**config.mk**
```make
export PLATFORM = sky130hd
export DESIGN_NAME = flst_status_gen
export DESIGN_NICKNAME = d
export VERILOG_FILES = /design/src/rtl/flst_pkg.sv /design/src/rtl/flst_win_timer.sv /design/src/rtl/flst_sect_hit.sv /design/src/rtl/flst_ctrl.sv /design/src/rtl/flst_toggle.sv /design/src/rtl/flst_status_gen.sv
export SDC_FILE = /design/constraint.sdc
export NUM_CORES = 1
export LEC_CHECK = 0
export ABC_AREA = 1
export ABC_CLOCK_PERIOD_IN_PS = 5300
export BUFFER_PORTS_ARGS = -buffer_cell sky130_fd_sc_hd__buf_4
export CAP_MARGIN = 10
export CELL_PAD_IN_SITES_DETAIL_PLACEMENT = 0
export CELL_PAD_IN_SITES_GLOBAL_PLACEMENT = 1
export CORE_ASPECT_RATIO = 0.6
export CORE_MARGIN = 4
export CORE_UTILIZATION = 42
export DETAILED_ROUTE_END_ITERATION = 7
export MAX_ROUTING_LAYER = met4
export PLACE_DENSITY_LB_ADDON = 0.05
export SLEW_MARGIN = 20
export SYNTH_ARGS = -nofsm -noshare
export SYNTH_HDL_FRONTEND = slang
export SYNTH_SLANG_ARGS = --single-unit
```
**constraint.sdc**
```tcl
create_clock -name clk -period 5.3 [get_ports clk]
set_input_delay 1.06 -clock clk [delete_from_list [all_inputs] [get_ports clk]]
set_output_delay 1.06 -clock clk [all_outputs]
set_load 0.02 [all_outputs]
```
**src/rtl/flst_pkg.sv**
```systemverilog
// Shared types for the flash status generator.
package flst_pkg;
    typedef enum logic [1:0] {
        OP_PROG = 2'd0,
        OP_SECT = 2'd1,
        OP_CHIP = 2'd2,
        OP_NONE = 2'd3
    } flst_op_e;

    typedef enum logic [2:0] {
        ST_ARRAY = 3'd0,
        ST_ARM   = 3'd1,
        ST_ALGO  = 3'd2,
        ST_PROT  = 3'd3,
        ST_FAIL  = 3'd4
    } flst_st_e;
endpackage

```
**src/rtl/flst_win_timer.sv**
```systemverilog
// Window timer: restarts on start, and while run is high counts cycles.
// expire is high during the cycle in which LIMIT cycles have elapsed.
// Assumes LIMIT >= 1.
module flst_win_timer #(
    parameter int LIMIT = 100
) (
    input  logic clk,
    input  logic rst_n,
    input  logic start,
    input  logic run,
    output logic expire
);
    localparam int W = $clog2(LIMIT + 1);
    localparam logic [W-1:0] LAST = W'(LIMIT - 1);

    logic [W-1:0] cnt;

    // Count elapsed cycles of the window.
    always_ff @(posedge clk) begin
        if (!rst_n || start) begin
            cnt <= '0;
        end else if (run && cnt != LAST) begin
            cnt <= cnt + 1'b1;
        end
    end

    assign expire = run && (cnt == LAST);
endmodule

```
**src/rtl/flst_sect_hit.sv**
```systemverilog
// Sector hit decode: flags a read address whose sector index (top
// SECT_BITS bits) belongs to the latched selection map.
module flst_sect_hit #(
    parameter int ADDR_W    = 16,
    parameter int SECT_BITS = 2,
    localparam int NUM_SECT = 1 << SECT_BITS
) (
    input  logic [ADDR_W-1:0]   rd_addr,
    input  logic [NUM_SECT-1:0] sel,
    output logic                hit
);
    logic [SECT_BITS-1:0] idx;
    logic [NUM_SECT-1:0]  hit_vec;

    assign idx = rd_addr[ADDR_W-1 -: SECT_BITS];

    for (genvar i = 0; i < NUM_SECT; i++) begin : g_sect
        assign hit_vec[i] = sel[i] && (idx == SECT_BITS'(i));
    end

    assign hit = |hit_vec;
endmodule

```
**src/rtl/flst_ctrl.sv**
```systemverilog
// Operation phase controller. Accepts a start in array mode, latches the
// operation context, runs the erase-start and protected-sector windows,
// counts pulses against the limit and holds failure until read/reset.
// Assumes cmd_go is a single-cycle pulse.
module flst_ctrl
    import flst_pkg::*;
#(
    parameter int SECT_BITS = 2,
    parameter int CYC_PER_US = 50,
    parameter int PROT_US = 100,
    parameter int ARM_US = 50,
    parameter int PCNT_W = 12,
    localparam int NUM_SECT = 1 << SECT_BITS
) (
    input  logic                clk,
    input  logic                rst_n,
    input  logic                cmd_go,
    input  logic [1:0]          cmd_op,
    input  logic                prog_d7,
    input  logic                prog_zero_to_one,
    input  logic [NUM_SECT-1:0] sect_sel,
    input  logic [NUM_SECT-1:0] sect_prot,
    input  logic                pulse_tick,
    input  logic [PCNT_W-1:0]   pulse_limit,
    input  logic                alg_done,
    input  logic                erase_susp,
    input  logic                rst_cmd,
    output flst_st_e            st,
    output flst_op_e            op_l,
    output logic                d7_l,
    output logic [NUM_SECT-1:0] sel_l,
    output logic                accept,
    output logic                susp
);
    localparam int PROT_CYC = PROT_US * CYC_PER_US;
    localparam int ARM_CYC  = ARM_US * CYC_PER_US;

    flst_op_e            op_in;
    flst_st_e            st_nx;
    logic [NUM_SECT-1:0] sel_eff;
    logic                all_prot;
    logic                arm_exp;
    logic                prot_exp;
    logic [PCNT_W-1:0]   pcnt;
    logic                limit_hit;
    logic                run_active;

    assign op_in    = flst_op_e'(cmd_op);
    assign accept   = cmd_go && (st == ST_ARRAY) && (op_in != OP_NONE);
    assign sel_eff  = (op_in == OP_CHIP) ? '1 : sect_sel;
    assign all_prot = ((sel_eff & ~sect_prot) == '0);
    assign susp     = erase_susp && (st == ST_ALGO) && (op_l != OP_PROG);
    assign run_active = (st == ST_ALGO) && !susp;
    assign limit_hit  = pulse_tick &&
                        ({1'b0, pcnt} + 1'b1 >= {1'b0, pulse_limit});

    flst_win_timer #(.LIMIT(ARM_CYC)) u_arm_tmr (
        .clk    (clk),
        .rst_n  (rst_n),
        .start  (accept),
        .run    (st == ST_ARM),
        .expire (arm_exp)
    );

    flst_win_timer #(.LIMIT(PROT_CYC)) u_prot_tmr (
        .clk    (clk),
        .rst_n  (rst_n),
        .start  (accept),
        .run    (st == ST_PROT),
        .expire (prot_exp)
    );

    // Next phase selection.
    always_comb begin
        st_nx = st;
        unique case (st)
            ST_ARRAY: begin
                if (accept) begin
                    if (op_in == OP_PROG) begin
                        st_nx = prog_zero_to_one ? ST_FAIL : ST_ALGO;
                    end else if (all_prot) begin
                        st_nx = ST_PROT;
                    end else begin
                        st_nx = (op_in == OP_SECT) ? ST_ARM : ST_ALGO;
                    end
                end
            end
            ST_ARM:  if (arm_exp) st_nx = ST_ALGO;
            ST_ALGO: begin
                if (run_active) begin
                    if (limit_hit)     st_nx = ST_FAIL;
                    else if (alg_done) st_nx = ST_ARRAY;
                end
            end
            ST_PROT: if (prot_exp) st_nx = ST_ARRAY;
            ST_FAIL: if (rst_cmd) st_nx = ST_ARRAY;
            default: st_nx = ST_ARRAY;
        endcase
    end

    // Phase register.
    always_ff @(posedge clk) begin
        if (!rst_n) st <= ST_ARRAY;
        else        st <= st_nx;
    end

    // Latch the operation context at acceptance.
    always_ff @(posedge clk) begin
        if (!rst_n) begin
            op_l  <= OP_PROG;
            d7_l  <= 1'b0;
            sel_l <= '0;
        end else if (accept) begin
            op_l  <= op_in;
            d7_l  <= prog_d7;
            sel_l <= (op_in == OP_PROG) ? '0 : sel_eff;
        end
    end

    // Pulse counter for the exceeded-limit check.
    always_ff @(posedge clk) begin
        if (!rst_n || accept) begin
            pcnt <= '0;
        end else if (run_active && pulse_tick && !limit_hit) begin
            pcnt <= pcnt + 1'b1;
        end
    end
endmodule

```
**src/rtl/flst_toggle.sv**
```systemverilog
// Read-cycle detector and toggle registers. A read cycle starts when both
// strobes go active. Bit 6 flips per read start unless suspended; bit 2
// flips per read start into a selected sector. Both clear on acceptance.
module flst_toggle (
    input  logic clk,
    input  logic rst_n,
    input  logic rd_ce_n,
    input  logic rd_oe_n,
    input  logic status_mode,
    input  logic accept,
    input  logic susp,
    input  logic hit,
    output logic rd_act,
    output logic rd_start,
    output logic tog6,
    output logic tog2
);
    logic rd_act_q;

    assign rd_act   = !rd_ce_n && !rd_oe_n;
    assign rd_start = rd_act && !rd_act_q;

    // Remember the previous strobe state for edge detection.
    always_ff @(posedge clk) begin
        if (!rst_n) rd_act_q <= 1'b0;
        else        rd_act_q <= rd_act;
    end

    // Toggle bit updates per read cycle.
    always_ff @(posedge clk) begin
        if (!rst_n || accept) begin
            tog6 <= 1'b0;
            tog2 <= 1'b0;
        end else if (rd_start && status_mode) begin
            if (!susp) tog6 <= ~tog6;
            if (hit)   tog2 <= ~tog2;
        end
    end
endmodule

```
**src/rtl/flst_status_gen.sv**
```systemverilog
// Status word generator top. Combines the phase controller, sector decode
// and toggle registers into the polled status byte and its drive enable.
// Assumes the read address is stable while the strobes are active.
module flst_status_gen
    import flst_pkg::*;
#(
    parameter int ADDR_W     = 16,
    parameter int SECT_BITS  = 2,
    parameter int CYC_PER_US = 50,
    parameter int PROT_US    = 100,
    parameter int ARM_US     = 50,
    parameter int PCNT_W     = 12,
    localparam int NUM_SECT  = 1 << SECT_BITS
) (
    input  logic                clk,
    input  logic                rst_n,
    input  logic                cmd_go,
    input  logic [1:0]          cmd_op,
    input  logic                prog_d7,
    input  logic                prog_zero_to_one,
    input  logic [NUM_SECT-1:0] sect_sel,
    input  logic [NUM_SECT-1:0] sect_prot,
    input  logic                pulse_tick,
    input  logic [PCNT_W-1:0]   pulse_limit,
    input  logic                alg_done,
    input  logic                erase_susp,
    input  logic                rst_cmd,
    input  logic                rd_ce_n,
    input  logic                rd_oe_n,
    input  logic [ADDR_W-1:0]   rd_addr,
    output logic                status_drive,
    output logic [7:0]          status_q
);
    flst_st_e            st;
    flst_op_e            op_l;
    logic                d7_l;
    logic [NUM_SECT-1:0] sel_l;
    logic                accept;
    logic                susp;
    logic                hit;
    logic                rd_act;
    logic                rd_start;
    logic                tog6;
    logic                tog2;
    logic                status_mode;
    logic                is_prog;
    logic [7:0]          word;

    flst_ctrl #(
        .SECT_BITS  (SECT_BITS),
        .CYC_PER_US (CYC_PER_US),
        .PROT_US    (PROT_US),
        .ARM_US     (ARM_US),
        .PCNT_W     (PCNT_W)
    ) u_ctrl (
        .clk              (clk),
        .rst_n            (rst_n),
        .cmd_go           (cmd_go),
        .cmd_op           (cmd_op),
        .prog_d7          (prog_d7),
        .prog_zero_to_one (prog_zero_to_one),
        .sect_sel         (sect_sel),
        .sect_prot        (sect_prot),
        .pulse_tick       (pulse_tick),
        .pulse_limit      (pulse_limit),
        .alg_done         (alg_done),
        .erase_susp       (erase_susp),
        .rst_cmd          (rst_cmd),
        .st               (st),
        .op_l             (op_l),
        .d7_l             (d7_l),
        .sel_l            (sel_l),
        .accept           (accept),
        .susp             (susp)
    );

    flst_sect_hit #(
        .ADDR_W    (ADDR_W),
        .SECT_BITS (SECT_BITS)
    ) u_hit (
        .rd_addr (rd_addr),
        .sel     (sel_l),
        .hit     (hit)
    );

    flst_toggle u_tog (
        .clk         (clk),
        .rst_n       (rst_n),
        .rd_ce_n     (rd_ce_n),
        .rd_oe_n     (rd_oe_n),
        .status_mode (status_mode),
        .accept      (accept),
        .susp        (susp),
        .hit         (hit),
        .rd_act      (rd_act),
        .rd_start    (rd_start),
        .tog6        (tog6),
        .tog2        (tog2)
    );

    assign status_mode = (st != ST_ARRAY);
    assign is_prog     = (op_l == OP_PROG);

    // Assemble the status byte from phase, context and toggles.
    always_comb begin
        word    = 8'h00;
        word[7] = susp ? 1'b1 : (is_prog ? ~d7_l : 1'b0);
        word[6] = tog6;
        word[5] = (st == ST_FAIL);
        word[3] = !is_prog && (st != ST_ARM);
        word[2] = tog2;
    end

    assign status_drive = status_mode && rd_act;
    assign status_q     = status_drive ? word : 8'h00;
endmodule

```
==> metrics.txt, run 1 <==
run status finished clean; critical path class flop to flop; number of endpoints with negative hold slack in the final report 0; class of the most critical hold timing path flop to flop; antenna violation net count after detailed routing 0; required time of the critical path 5.49 ns; layout cell share with drive strength beyond 1 15.5%; final period utilization 57.1%; number of antenna violations at the first check in global routing 0; post-route clock skew 0.00556 ns; pin count of the biggest net entering global routing 33; sink count of the clock tree 50; number of clock buffers inserted by TritonCTS 5; final wirelength 7670 um; post-synthesis mux area share 0%; Clock transition at path regs 0.07 ns; slew of the pin with the lowest slew margin 0.544 ns; global-route wire length before repair 12,400 um; combinational family with the most area after synthesis simple AND/OR/NAND/NOR gates; Post-Synthesis Cell Area 0.00318 sq mm; Achievable Freq 330 MHz; area of the core 0.00730 sq mm; Lkg Pwr 1.68 nW; fin util 50.6%; unrepaired setup endpoints after global routing false; number of buffer cells added on primary ports 40; share of synthesized registers carrying an async set or reset 0%; number of diodes 0; maxcap violations 0; number of max-slew violations in the final report 0; vias in the first global route 2,539; Clock H-tree levels 2; CTS tree built; Post-CTS Setup Inserts 0; number of gates resized after cts 0; DRC violation count after routing 0; Layout area overhead 16.2%; DIE HEIGHT 75.4 um; number of distinct library cells after synthesis 34; sequential fraction of the synthesis area 31.5%; final-stage net count 586; WL/cell 12.2 um; crit path DAT 3.22 ns; element type at the critical path end flop; weighted congestion at the end of routability-driven global placement 0.862; number of primary I/O pins 58; prevailing post-synth register cell sky130_fd_sc_hd__dfxtp_1; per-instance average area after synthesis 6.56 sq um; total of warnings raised by yosys 0; clock latency of the later-clocked register in the worst-skew pair 0.29 ns; site row count 24; number of hold-repair buffers added at the cts stage 0; initial cell density of the core 43.5%; post-synthesis cell count 484; post-detailed-placement half-perimeter wirelength 5920 um; final worst path period need 3.03 ns; final setup violation count 0; library cell used as clock root buffer sky130_fd_sc_hd__clkbuf_16; floorplan die area 0.00906 sq mm; setup TNS 0 ns; xor/xnor share of the synthesized area 3.31%; drt initial violations 196; vias per std cell 4.74; flop and latch count out of synthesis 50; detailed-route via count 2,970; simple logic cell fraction of the synthesized area 32.3%; die boundary width 120 um; largest voltage drop on the vdd net 139 uV; overall global routing resource usage 17.9%; crit start category flop; total power density per cell area 305 mW/mm^2; Slew Limit Headroom 63.5%; number of flops mapped to enable cells by yosys 0; adder and majority gate portion of the synthesized area 5.91%; GRT overflow 0; first drt pass iteration count 5; Worst Path Max Fanout 19; number of buffers on the longest clock path 2; area fraction in compound gates after synthesis 13.0%
## worst max-delay path, cell delays in order, from the launching register on
cell and delay [ns]:
sky130_fd_sc_hd__dfxtp_1 0.42, sky130_fd_sc_hd__ha_1 0.23, sky130_fd_sc_hd__nand2_2 0.09, sky130_fd_sc_hd__nor2_4 0.11, sky130_fd_sc_hd__nand2_2 0.10, sky130_fd_sc_hd__nor2_4 0.13, sky130_fd_sc_hd__xor2_1 0.21, sky130_fd_sc_hd__ha_1 0.31
sky130_fd_sc_hd__a21oi_1 0.20, sky130_fd_sc_hd__nand2_1 0.08, sky130_fd_sc_hd__nor2_1 0.10, sky130_fd_sc_hd__nand2_1 0.09, sky130_fd_sc_hd__nand2_1 0.11, sky130_fd_sc_hd__nand2_4 0.08, sky130_fd_sc_hd__nor2_4 0.34, sky130_fd_sc_hd__inv_2 0.16
sky130_fd_sc_hd__nor2_1 0.11, sky130_fd_sc_hd__nor2_1 0.05
## cells in the final DEF (no fill, tap or decap)
master                       instances
sky130_fd_sc_hd__a21oi_1            32
sky130_fd_sc_hd__a21oi_2             1
sky130_fd_sc_hd__a31oi_1             2
sky130_fd_sc_hd__and3_1              3
sky130_fd_sc_hd__buf_4              40
sky130_fd_sc_hd__clkbuf_16           5
sky130_fd_sc_hd__clkbuf_8            1
sky130_fd_sc_hd__clkinv_2            1
sky130_fd_sc_hd__clkinvlp_4          1
sky130_fd_sc_hd__conb_1              3
sky130_fd_sc_hd__dfxtp_1            50
sky130_fd_sc_hd__ha_1               15
sky130_fd_sc_hd__inv_1              89
sky130_fd_sc_hd__inv_2               8
sky130_fd_sc_hd__nand2_1            87
sky130_fd_sc_hd__nand2_2             9
sky130_fd_sc_hd__nand2_4             1
sky130_fd_sc_hd__nand3_1            22
sky130_fd_sc_hd__nand3_2             1
sky130_fd_sc_hd__nand4_1             6
sky130_fd_sc_hd__nor2_1             53
sky130_fd_sc_hd__nor2_2              4
sky130_fd_sc_hd__nor2_4              4
sky130_fd_sc_hd__nor3_1             17
sky130_fd_sc_hd__nor3_2              3
sky130_fd_sc_hd__nor3b_1             2
sky130_fd_sc_hd__nor4_1              8
sky130_fd_sc_hd__o21ai_0            25
sky130_fd_sc_hd__o21ai_1            10
sky130_fd_sc_hd__o21ai_2             1
sky130_fd_sc_hd__o21bai_1            3
sky130_fd_sc_hd__o221ai_1            2
sky130_fd_sc_hd__o311ai_0            1
sky130_fd_sc_hd__or2_2               1
sky130_fd_sc_hd__xnor2_1             1
sky130_fd_sc_hd__xor2_1             11
## cell usage after synthesis (all sizes together), types with 2 or more instances
cell / number / area share [%]
o21ai: 36 / 5.8
nor4: 8 / 1.6
dfxtp: 50 / 32
nand3: 23 / 3.8
buf: 11 / 2.4
a31oi: 2 / 0.39
inv: 97 / 11
xor2: 11 / 3.0
nor3: 20 / 3.6
a21oi: 33 / 5.3
nand2: 97 / 12
o21bai: 3 / 0.71
o221ai: 2 / 0.55
nor2: 61 / 8.5
nor3b: 2 / 0.47
and3: 3 / 0.59
ha: 15 / 5.9
nand4: 6 / 1.2
## through the flow
stage                     hold slack (ns)  worst slack (ns)  cell area [sq um]  total power, mW  cells
after floorplan                     0.420              2.09               3180            0.712    486
after CTS                           0.453              2.28               3690             1.14    627
after global routing                0.484              1.98               3690             1.21    627
after global placement              0.431              2.30               3540            0.796    619
final                               0.454              2.27               3690             1.13    627
after detailed placement            0.438              2.30               3540            0.800    619
## layer usage
metal | global-route usage (%) | share of wire [%] | wire, um
met1 | 28.3 | 58 | 4490
met2 | 22.7 | 35 | 2720
met3 | 3.78 | 5.3 | 409
met4 | 3.27 | 0.68 | 52
met5 | - | 0 | 0
## power breakdown
group / internal (mW) / switching, mW
clock: 0.187 / 0.145
sequential: 0.416 / 0.0310
combinational: 0.120 / 0.228
## area by class of cell
| class | count | area, sq um |
|---|---|---|
| Fill cell | 759 | 3610 |
| Multi-Input combinational cell | 328 | 1740 |
| Sequential cell | 50 | 1000 |
| Inverter | 97 | 364 |
| Timing Repair Buffer | 40 | 300 |
| Clock buffer | 6 | 139 |
| Tap cell | 104 | 130 |
| Clock inverter | 2 | 12.5 |
## flip-flops by register name, indices dropped and copies added, names as in the netlist, 2 cells and up
| register | flops |
|---|---|
| u_ctrl.op_l | 2 |
| u_ctrl.pcnt | 12 |
| u_ctrl.sel_l | 4 |
| u_ctrl.st | 3 |
| u_ctrl.u_arm_tmr.cnt | 12 |
| u_ctrl.u_prot_tmr.cnt | 13 |
## worst paths after layout
path                               startpoint                     endpoint  slack (ns)  cells after the start
setup / recovery  u_ctrl.pcnt[0]$_SDFFE_PP0P_  u_ctrl.pcnt[1]$_SDFFE_PP0P_        2.27                     17
hold / removal    u_ctrl.op_l[1]$_SDFFE_PN0P_  u_ctrl.op_l[1]$_SDFFE_PN0P_        0.45                      2
setup reg to reg  u_ctrl.pcnt[0]$_SDFFE_PP0P_  u_ctrl.pcnt[1]$_SDFFE_PP0P_        2.27                     17
hold reg to reg   u_ctrl.op_l[1]$_SDFFE_PN0P_  u_ctrl.op_l[1]$_SDFFE_PN0P_        0.45                      2
## cells by family after synthesis
family,Yosys count
AO/OA/AOI/OAI,77
XOR/XNOR,12
adder cells (fa/ha/maj),15
buffers and inverters,108
flip-flops,50
other,1
AND/OR/NAND/NOR,221
No activity file was read; power rests on OpenSTA's default activity.
==> run 2, diff against run 1 <==
- ABC_CLOCK_PERIOD_IN_PS: 5300 -> 2500
- CORE_UTILIZATION: 42 -> 35
- clock period: 5.3 -> 2.5 ns (I/O delays scaled with it)
==> metrics.txt, run 2 (synthesis results as in run 1) <==
number of clock buffers inserted by TritonCTS 5 (unchanged); antenna violation net count after detailed routing 0 (unchanged); post-route clock skew 0.00605 ns (was 0.00556 ns); flop-to-flop setup slack -0.03 ns (was 2.27 ns); library cell used as clock root buffer sky130_fd_sc_hd__clkbuf_16 (unchanged); final period utilization 101% (was 57.1%); M3 GR Usage 3.57% (was 3.78%); global-route wire length before repair 13,800 um (was 12,400 um); drt initial violations 241 (was 196); Reg-to-Reg End u_ctrl.pcnt[10]$_SDFFE_PP0P_ (was u_ctrl.pcnt[1]$_SDFFE_PP0P_); first drt pass iteration count 4 (was 5); number of buffer cells added on primary ports 40 (unchanged); slowest stage delay, CP 0.38 ns (was 0.42 ns); crit path DAT 2.71 ns (was 3.22 ns); maxcap violations 0 (unchanged); sink count of the clock tree 50 (unchanged); Achievable Freq 395 MHz (was 330 MHz); final worst path period need 2.53 ns (was 3.03 ns); total number of cells along the worst setup path 20 (was 17); met1 demand-to-capacity share in global routing 28.0% (was 28.3%); Min-Delay Startpoint u_ctrl.op_l[1]$_SDFFE_PN0P_ (unchanged); site row count 26 (was 24); beginning of the worst register-to-register path u_ctrl.pcnt[0]$_SDFFE_PP0P_ (unchanged); final-stage net count 619 (was 586); Lkg Pwr 1.94 nW (was 1.68 nW); last element of the critical path u_ctrl.pcnt[10]$_SDFFE_PP0P_ (was u_ctrl.pcnt[1]$_SDFFE_PP0P_); crit path cell chain ha_4 > nand2_4 > nor2_4 > nand2_4 > xor2_2 > inv_2 > ha_4 > nand2_1 > nor2_1 > nand2_1 > nor2_2 > nor2_2 > nand2_2 > nand2_2 > nand2_4 > nor2_4 > buf_12 > buf_12 > o21ai_1 > a21oi_2 (was ha_1 > nand2_2 > nor2_4 > nand2_2 > nor2_4 > xor2_1 > ha_1 > a21oi_1 > nand2_1 > nor2_1 > nand2_1 > nand2_1 > nand2_4 > nor2_4 > inv_2 > nor2_1 > nor2_1); flip-flop count of the largest register, all copies and words added 13 (unchanged); unrepaired setup endpoints after global routing true (was false); overall global routing resource usage 16.9% (was 17.9%); post-detailed-placement half-perimeter wirelength 6340 um (was 5920 um); leading registers by flop count u_ctrl.u_prot_tmr.cnt (13), u_ctrl.pcnt (12), u_ctrl.u_arm_tmr.cnt (12) (unchanged); CTS tree built (unchanged); Worst Setup SP u_ctrl.pcnt[0]$_SDFFE_PP0P_ (unchanged); final wirelength 8700 um (was 7670 um); Clock H-tree levels 2 (unchanged); DRC violation count after routing 0 (unchanged); Top reg by flops u_ctrl.u_prot_tmr.cnt (unchanged); Worst Path Max Fanout 7 (was 19); Clock transition at path regs 0.07 ns (about the same); area of the core 0.00869 sq mm (was 0.00730 sq mm); setup TNS -0.0780 ns (was 0 ns); layout cell share with drive strength beyond 1 29.3% (was 15.5%); final setup violation count 4 (was 0); run status finished, violations left (was finished clean); number of buffers on the longest clock path 2 (unchanged); number of endpoints with negative hold slack in the final report 0 (unchanged); cell mode on critical path sky130_fd_sc_hd__nand2_4; top library cells by usage in the layout, fill and taps aside 86 x sky130_fd_sc_hd__inv_1, 73 x sky130_fd_sc_hd__nand2_1, 65 x sky130_fd_sc_hd__buf_4 (was 89 x sky130_fd_sc_hd__inv_1, 87 x sky130_fd_sc_hd__nand2_1, 53 x sky130_fd_sc_hd__nor2_1); clock latency of the later-clocked register in the worst-skew pair 0.29 ns (about the same); fin util 49.4% (was 50.6%); largest voltage drop on the vdd net 291 uV (was 139 uV); floorplan die area 0.0107 sq mm (was 0.00906 sq mm); number of max-slew violations in the final report 0 (unchanged); global-route layer with the greatest usage met1 (unchanged); class of the most critical hold timing path flop to flop (unchanged); final standard cell count with taps included and fillers excluded 668 (was 627); required time of the critical path 2.68 ns (was 5.49 ns); crit start category flop (unchanged); critical path class flop to flop (unchanged); vias in the first global route 2,788 (was 2,539); total power density per cell area 636 mW/mm^2 (was 305 mW/mm^2); failing checks negative setup slack; Top Family by Delay on Critical Path simple AND/OR/NAND/NOR gates (unchanged); die boundary width 131 um (was 120 um); GRT overflow 0 (unchanged); DIE HEIGHT 81.8 um (was 75.4 um); slew of the pin with the lowest slew margin 0.617 ns (was 0.544 ns); weighted congestion at the end of routability-driven global placement 0.878 (was 0.862); vias per std cell 4.65 (was 4.74); worst setup slack after layout -0.0288 ns (was 2.27 ns); WL/cell 13.0 um (was 12.2 um); Slew Limit Headroom 58.5% (was 63.5%); length in cells of the worst reg-to-reg path 20 (was 17); instance count after placement with tap cells included 649 (was 619); number of diodes 0 (unchanged); detailed-route via count 3,109 (was 2,970); initial cell density of the core 36.6% (was 43.5%); highest-delay cell along the critical path sky130_fd_sc_hd__dfxtp_4 (was sky130_fd_sc_hd__dfxtp_1); number of primary I/O pins 58 (unchanged); met2 Usage GRT 19.8% (was 22.7%); number of antenna violations at the first check in global routing 0 (unchanged); pin count of the biggest net entering global routing 24 (was 33); leading cell type in the layout, fill and taps excluded sky130_fd_sc_hd__inv_1 (unchanged); buffer and inverter count on the worst path 3 (was 1); element type at the critical path end flop (unchanged); Layout area overhead 35.1% (was 16.2%)
==> run 2: cell count changes in the layout (fill, tap and decap cells not counted), moves of 5 or more <==
cell	change
sky130_fd_sc_hd__buf_4	+25
sky130_fd_sc_hd__a21oi_1	-9
sky130_fd_sc_hd__ha_1	-5
sky130_fd_sc_hd__nand2_1	-14
sky130_fd_sc_hd__nor2_1	-6
sky130_fd_sc_hd__nand2_2	+7
sky130_fd_sc_hd__nand2_4	+6
sky130_fd_sc_hd__ha_4	+5
sky130_fd_sc_hd__o21ai_0	-5
sky130_fd_sc_hd__a21oi_2	+9
==> run 2: power by group <==
group	switching [mW]	total [mW]	internal, mW
clock	0.315	0.713	0.397
combinational	0.617	1.06	0.446
sequential	0.0697	0.955	0.885
==> run 2: layer usage <==
layer,wire length [um],vias up
li1,-,1675
met1,5020,1362
met2,3230,66
met3,395,6
met4,53,0
met5,0,-
==> run 2: worst min path at each step <==
stage	depth (start not counted)	slack [ns]	end
finish	2	0.45	u_ctrl.op_l[1]$_SDFFE_PN0P_
global route	2	0.48	u_ctrl.op_l[0]$_SDFFE_PN0P_
CTS	2	0.46	u_ctrl.op_l[1]$_SDFFE_PN0P_
detailed placement	2	0.44	u_ctrl.op_l[1]$_SDFFE_PN0P_
global placement	2	0.43	u_ctrl.op_l[1]$_SDFFE_PN0P_
floorplan	2	0.42	u_ctrl.op_l[0]$_SDFFE_PN0P_
==> run 2: metrics by stage <==
step | power (mW) | hold slack (ns) | setup WS [ns] | area, sq um
floorplan | 1.51 | 0.420 | 0.137 | 3180
global placement | 1.77 | 0.431 | -0.205 | 3740
detailed placement | 1.78 | 0.443 | -0.199 | 3740
CTS | 2.61 | 0.456 | -0.101 | 4090
global route | 2.92 | 0.479 | -0.175 | 4290
finish | 2.73 | 0.452 | -0.0288 | 4290
==> run 2: layout make-up <==
cell class              instances  area (sq um)
well taps                     112           140
fillers                       873          4390
flip-flops and latches         50          1010
inverters                      97           367
repair buffers                 73           617
clock buffers                   6           139
clock inverters                 2          12.5
multi-input cells             328          2010
==> run 2: worst reg2reg max path, delay by kind of cell (launching register included) <==
kind,cells,cell delay (ns)
buf+inv,3,0.33
xor+xnor,1,0.18
fa+ha+maj,2,0.43
simple gates,12,0.90
flops,1,0.38
compound gates,2,0.21
==> run 2: timing repair <==
item / CTS / global route
endpoints found under the hold margin: 0 / 0
endpoints found under the setup margin: 15 / 15
buffers inserted: 8 / 3
pin swaps: 20 / 21
gates resized for setup: 29 / 47
gates cloned: 1 / 0
hold buffers: 0 / 0
==> run 3, diff against run 2 <==
- ABC_CLOCK_PERIOD_IN_PS: 2500 -> 2430
- CORE_UTILIZATION: 35 -> 39
- clock period: 2.5 -> 2.43 ns (I/O delays scaled with it)
==> metrics.txt, run 3 (synthesis results as in run 1) <==
run status finished, violations left (unchanged); failing checks negative setup slack (unchanged); Reg-to-Reg End u_ctrl.pcnt[8]$_SDFFE_PP0P_ (was u_ctrl.pcnt[10]$_SDFFE_PP0P_); top library cells by usage in the layout, fill and taps aside 87 x sky130_fd_sc_hd__inv_1, 81 x sky130_fd_sc_hd__nand2_1, 66 x sky130_fd_sc_hd__buf_4 (was 86 x sky130_fd_sc_hd__inv_1, 73 x sky130_fd_sc_hd__nand2_1, 65 x sky130_fd_sc_hd__buf_4); drt initial violations 299 (was 241); final worst path period need 2.51 ns (was 2.53 ns); antenna violation net count after detailed routing 0 (unchanged); pin count of the biggest net entering global routing 30 (was 24); post-route clock skew 0.00409 ns (was 0.00605 ns); first drt pass iteration count 4 (unchanged); total power after layout 2.76 mW (was 2.73 mW); vias in the first global route 2,811 (was 2,788); worst setup slack after layout -0.0823 ns (was -0.0288 ns); floorplan die area 0.00970 sq mm (was 0.0107 sq mm); beginning of the worst register-to-register path u_ctrl.pcnt[0]$_SDFFE_PP0P_ (unchanged); layout cell share with drive strength beyond 1 25.5% (was 29.3%); Achievable Freq 398 MHz (was 395 MHz); number of clock buffers inserted by TritonCTS 5 (unchanged); flip-flop count of the largest register, all copies and words added 13 (unchanged); total power density per cell area 661 mW/mm^2 (was 636 mW/mm^2); worst hold endpoint u_ctrl.op_l[1]$_SDFFE_PN0P_ (unchanged); critical path class flop to flop (unchanged); sink count of the clock tree 50 (unchanged); crit path DAT 2.70 ns (was 2.71 ns); clock latency of the later-clocked register in the worst-skew pair 0.29 ns (about the same); initial cell density of the core 40.3% (was 36.6%); Layout area overhead 31.5% (was 35.1%); global-route wire length before repair 13,200 um (was 13,800 um); length in cells of the worst reg-to-reg path 20 (unchanged); number of endpoints with negative hold slack in the final report 0 (unchanged); DIE HEIGHT 77.9 um (was 81.8 um); number of diodes 0 (unchanged); final standard cell count with taps included and fillers excluded 661 (was 668); post-detailed-placement half-perimeter wirelength 5940 um (was 6340 um); CTS tree built (unchanged); Clock H-tree levels 2 (unchanged); Top reg by flops u_ctrl.u_prot_tmr.cnt (unchanged); vias per std cell 4.58 (was 4.65); largest voltage drop on the vdd net 316 uV (was 291 uV); number of primary I/O pins 58 (unchanged); Lkg Pwr 1.91 nW (was 1.94 nW); final-stage net count 617 (was 619); site row count 25 (was 26); overall global routing resource usage 17.2% (was 16.9%); Slew Limit Headroom 64.6% (was 58.5%); Min-Delay Startpoint u_ctrl.op_l[1]$_SDFFE_PN0P_ (unchanged); slew of the pin with the lowest slew margin 0.527 ns (was 0.617 ns); instance count after placement with tap cells included 644 (was 649); element type at the critical path end flop (unchanged); WL/cell 12.1 um (was 13.0 um); weighted congestion at the end of routability-driven global placement 0.818 (was 0.878); number of max-slew violations in the final report 0 (unchanged); required time of the critical path 2.62 ns (was 2.68 ns); DRC violation count after routing 0 (unchanged); unrepaired setup endpoints after global routing true (unchanged); final wirelength 8030 um (was 8700 um); class of the most critical hold timing path flop to flop (unchanged); maxcap violations 0 (unchanged); Clock transition at path regs 0.07 ns (about the same); Worst Path Max Fanout 10 (was 7); leading cell type in the layout, fill and taps excluded sky130_fd_sc_hd__inv_1 (unchanged); number of antenna violations at the first check in global routing 0 (unchanged); area of the core 0.00788 sq mm (was 0.00869 sq mm); library cell used as clock root buffer sky130_fd_sc_hd__clkbuf_16 (unchanged); flop-to-flop setup slack -0.08 ns (was -0.03 ns); final setup violation count 11 (was 4); number of inserted filler cells in the final layout 770 (was 873); die boundary width 125 um (was 131 um); GRT overflow 0 (unchanged); leading registers by flop count u_ctrl.u_prot_tmr.cnt (13), u_ctrl.pcnt (12), u_ctrl.u_arm_tmr.cnt (12) (unchanged); crit start category flop (unchanged); detailed-route via count 3,030 (was 3,109); final period utilization 103% (was 101%); number of buffers on the longest clock path 2 (unchanged); number of cells on the worst hold path 2 (unchanged); number of buffer cells added on primary ports 40 (unchanged)
run 3: metrics by stage:
step                worst slack, ns  util [%]  cell area (sq um)  hold slack [ns]  TNS (ns)
floorplan                    0.0670         -               3180            0.420         0
global route                 -0.272      53.0               4180            0.480     -3.10
finish                      -0.0823      53.0               4180            0.446    -0.415
CTS                         -0.0683      51.1               4030            0.448    -0.550
global placement             -0.166      47.3               3730            0.429     -1.43
detailed placement           -0.166      47.3               3730            0.435     -1.60
run 3: how the worst max path moves through the flow:
stage                                      startpoint                          end  slack [ns]
after floorplan           u_ctrl.pcnt[0]$_SDFFE_PP0P_  u_ctrl.pcnt[2]$_SDFFE_PP0P_        0.07
after global placement    u_ctrl.pcnt[0]$_SDFFE_PP0P_  u_ctrl.pcnt[8]$_SDFFE_PP0P_       -0.17
after global routing      u_ctrl.pcnt[3]$_SDFFE_PP0P_  u_ctrl.pcnt[8]$_SDFFE_PP0P_       -0.27
after CTS                 u_ctrl.pcnt[0]$_SDFFE_PP0P_  u_ctrl.pcnt[4]$_SDFFE_PP0P_       -0.07
final                     u_ctrl.pcnt[0]$_SDFFE_PP0P_  u_ctrl.pcnt[8]$_SDFFE_PP0P_       -0.08
after detailed placement  u_ctrl.pcnt[0]$_SDFFE_PP0P_  u_ctrl.pcnt[8]$_SDFFE_PP0P_       -0.17
run 3: cell type report:
type / count / area (sq um) / area share (%)
clock inverter: 1 / 30.0 / 0.719
timing repair buffer: 71 / 599 / 14.3
inverter: 97 / 369 / 8.83
clock buffer: 6 / 139 / 3.32
multi-input combinational: 328 / 1900 / 45.4
sequential: 50 / 1010 / 24.2
tap: 108 / 135 / 3.23
run 3: power breakdown:
group | leakage (nW) | internal (mW) | switching, mW
logic | 1.42 | 0.402 | 0.565
registers | 0.407 | 0.911 | 0.0700
clock network | 0.0829 | 0.508 | 0.305
run 3: what timing repair did:
item                                   in CTS  in global routing
endpoints found under the hold margin       0                  0
resized for setup                          22                 24
cloned                                      1                  1
setup endpoints to repair                  15                 15
buffers inserted                            5                  3
pin swaps                                   6                  6
hold buffers                                0                  0
run 3: critical path: stages (launching register included):
cell,delay [ns]
sky130_fd_sc_hd__dfxtp_4,0.38
sky130_fd_sc_hd__ha_4,0.15
sky130_fd_sc_hd__nand2_4,0.06
sky130_fd_sc_hd__nor2_4,0.10
sky130_fd_sc_hd__nand2_4,0.08
sky130_fd_sc_hd__nor2_4,0.17
sky130_fd_sc_hd__xor2_2,0.21
sky130_fd_sc_hd__ha_4,0.25
sky130_fd_sc_hd__nand2_2,0.07
sky130_fd_sc_hd__inv_2,0.03
sky130_fd_sc_hd__nand2_1,0.05
sky130_fd_sc_hd__nand2_1,0.04
sky130_fd_sc_hd__nor2_1,0.09
sky130_fd_sc_hd__nand2_1,0.07
sky130_fd_sc_hd__nand2_2,0.08
sky130_fd_sc_hd__nand2_4,0.07
sky130_fd_sc_hd__nor2_4,0.12
sky130_fd_sc_hd__buf_12,0.15
sky130_fd_sc_hd__inv_6,0.06
sky130_fd_sc_hd__nor2_1,0.11
sky130_fd_sc_hd__nor2_1,0.06
run 3: per-layer routing:
metal / part of all wire [%] / wire (um) / global-route usage (%)
met5: 0 / 0 / -
met1: 58 / 4650 / 27.4
met4: 0.85 / 68 / 3.61
met2: 36 / 2880 / 21.1
met3: 5.4 / 431 / 3.92
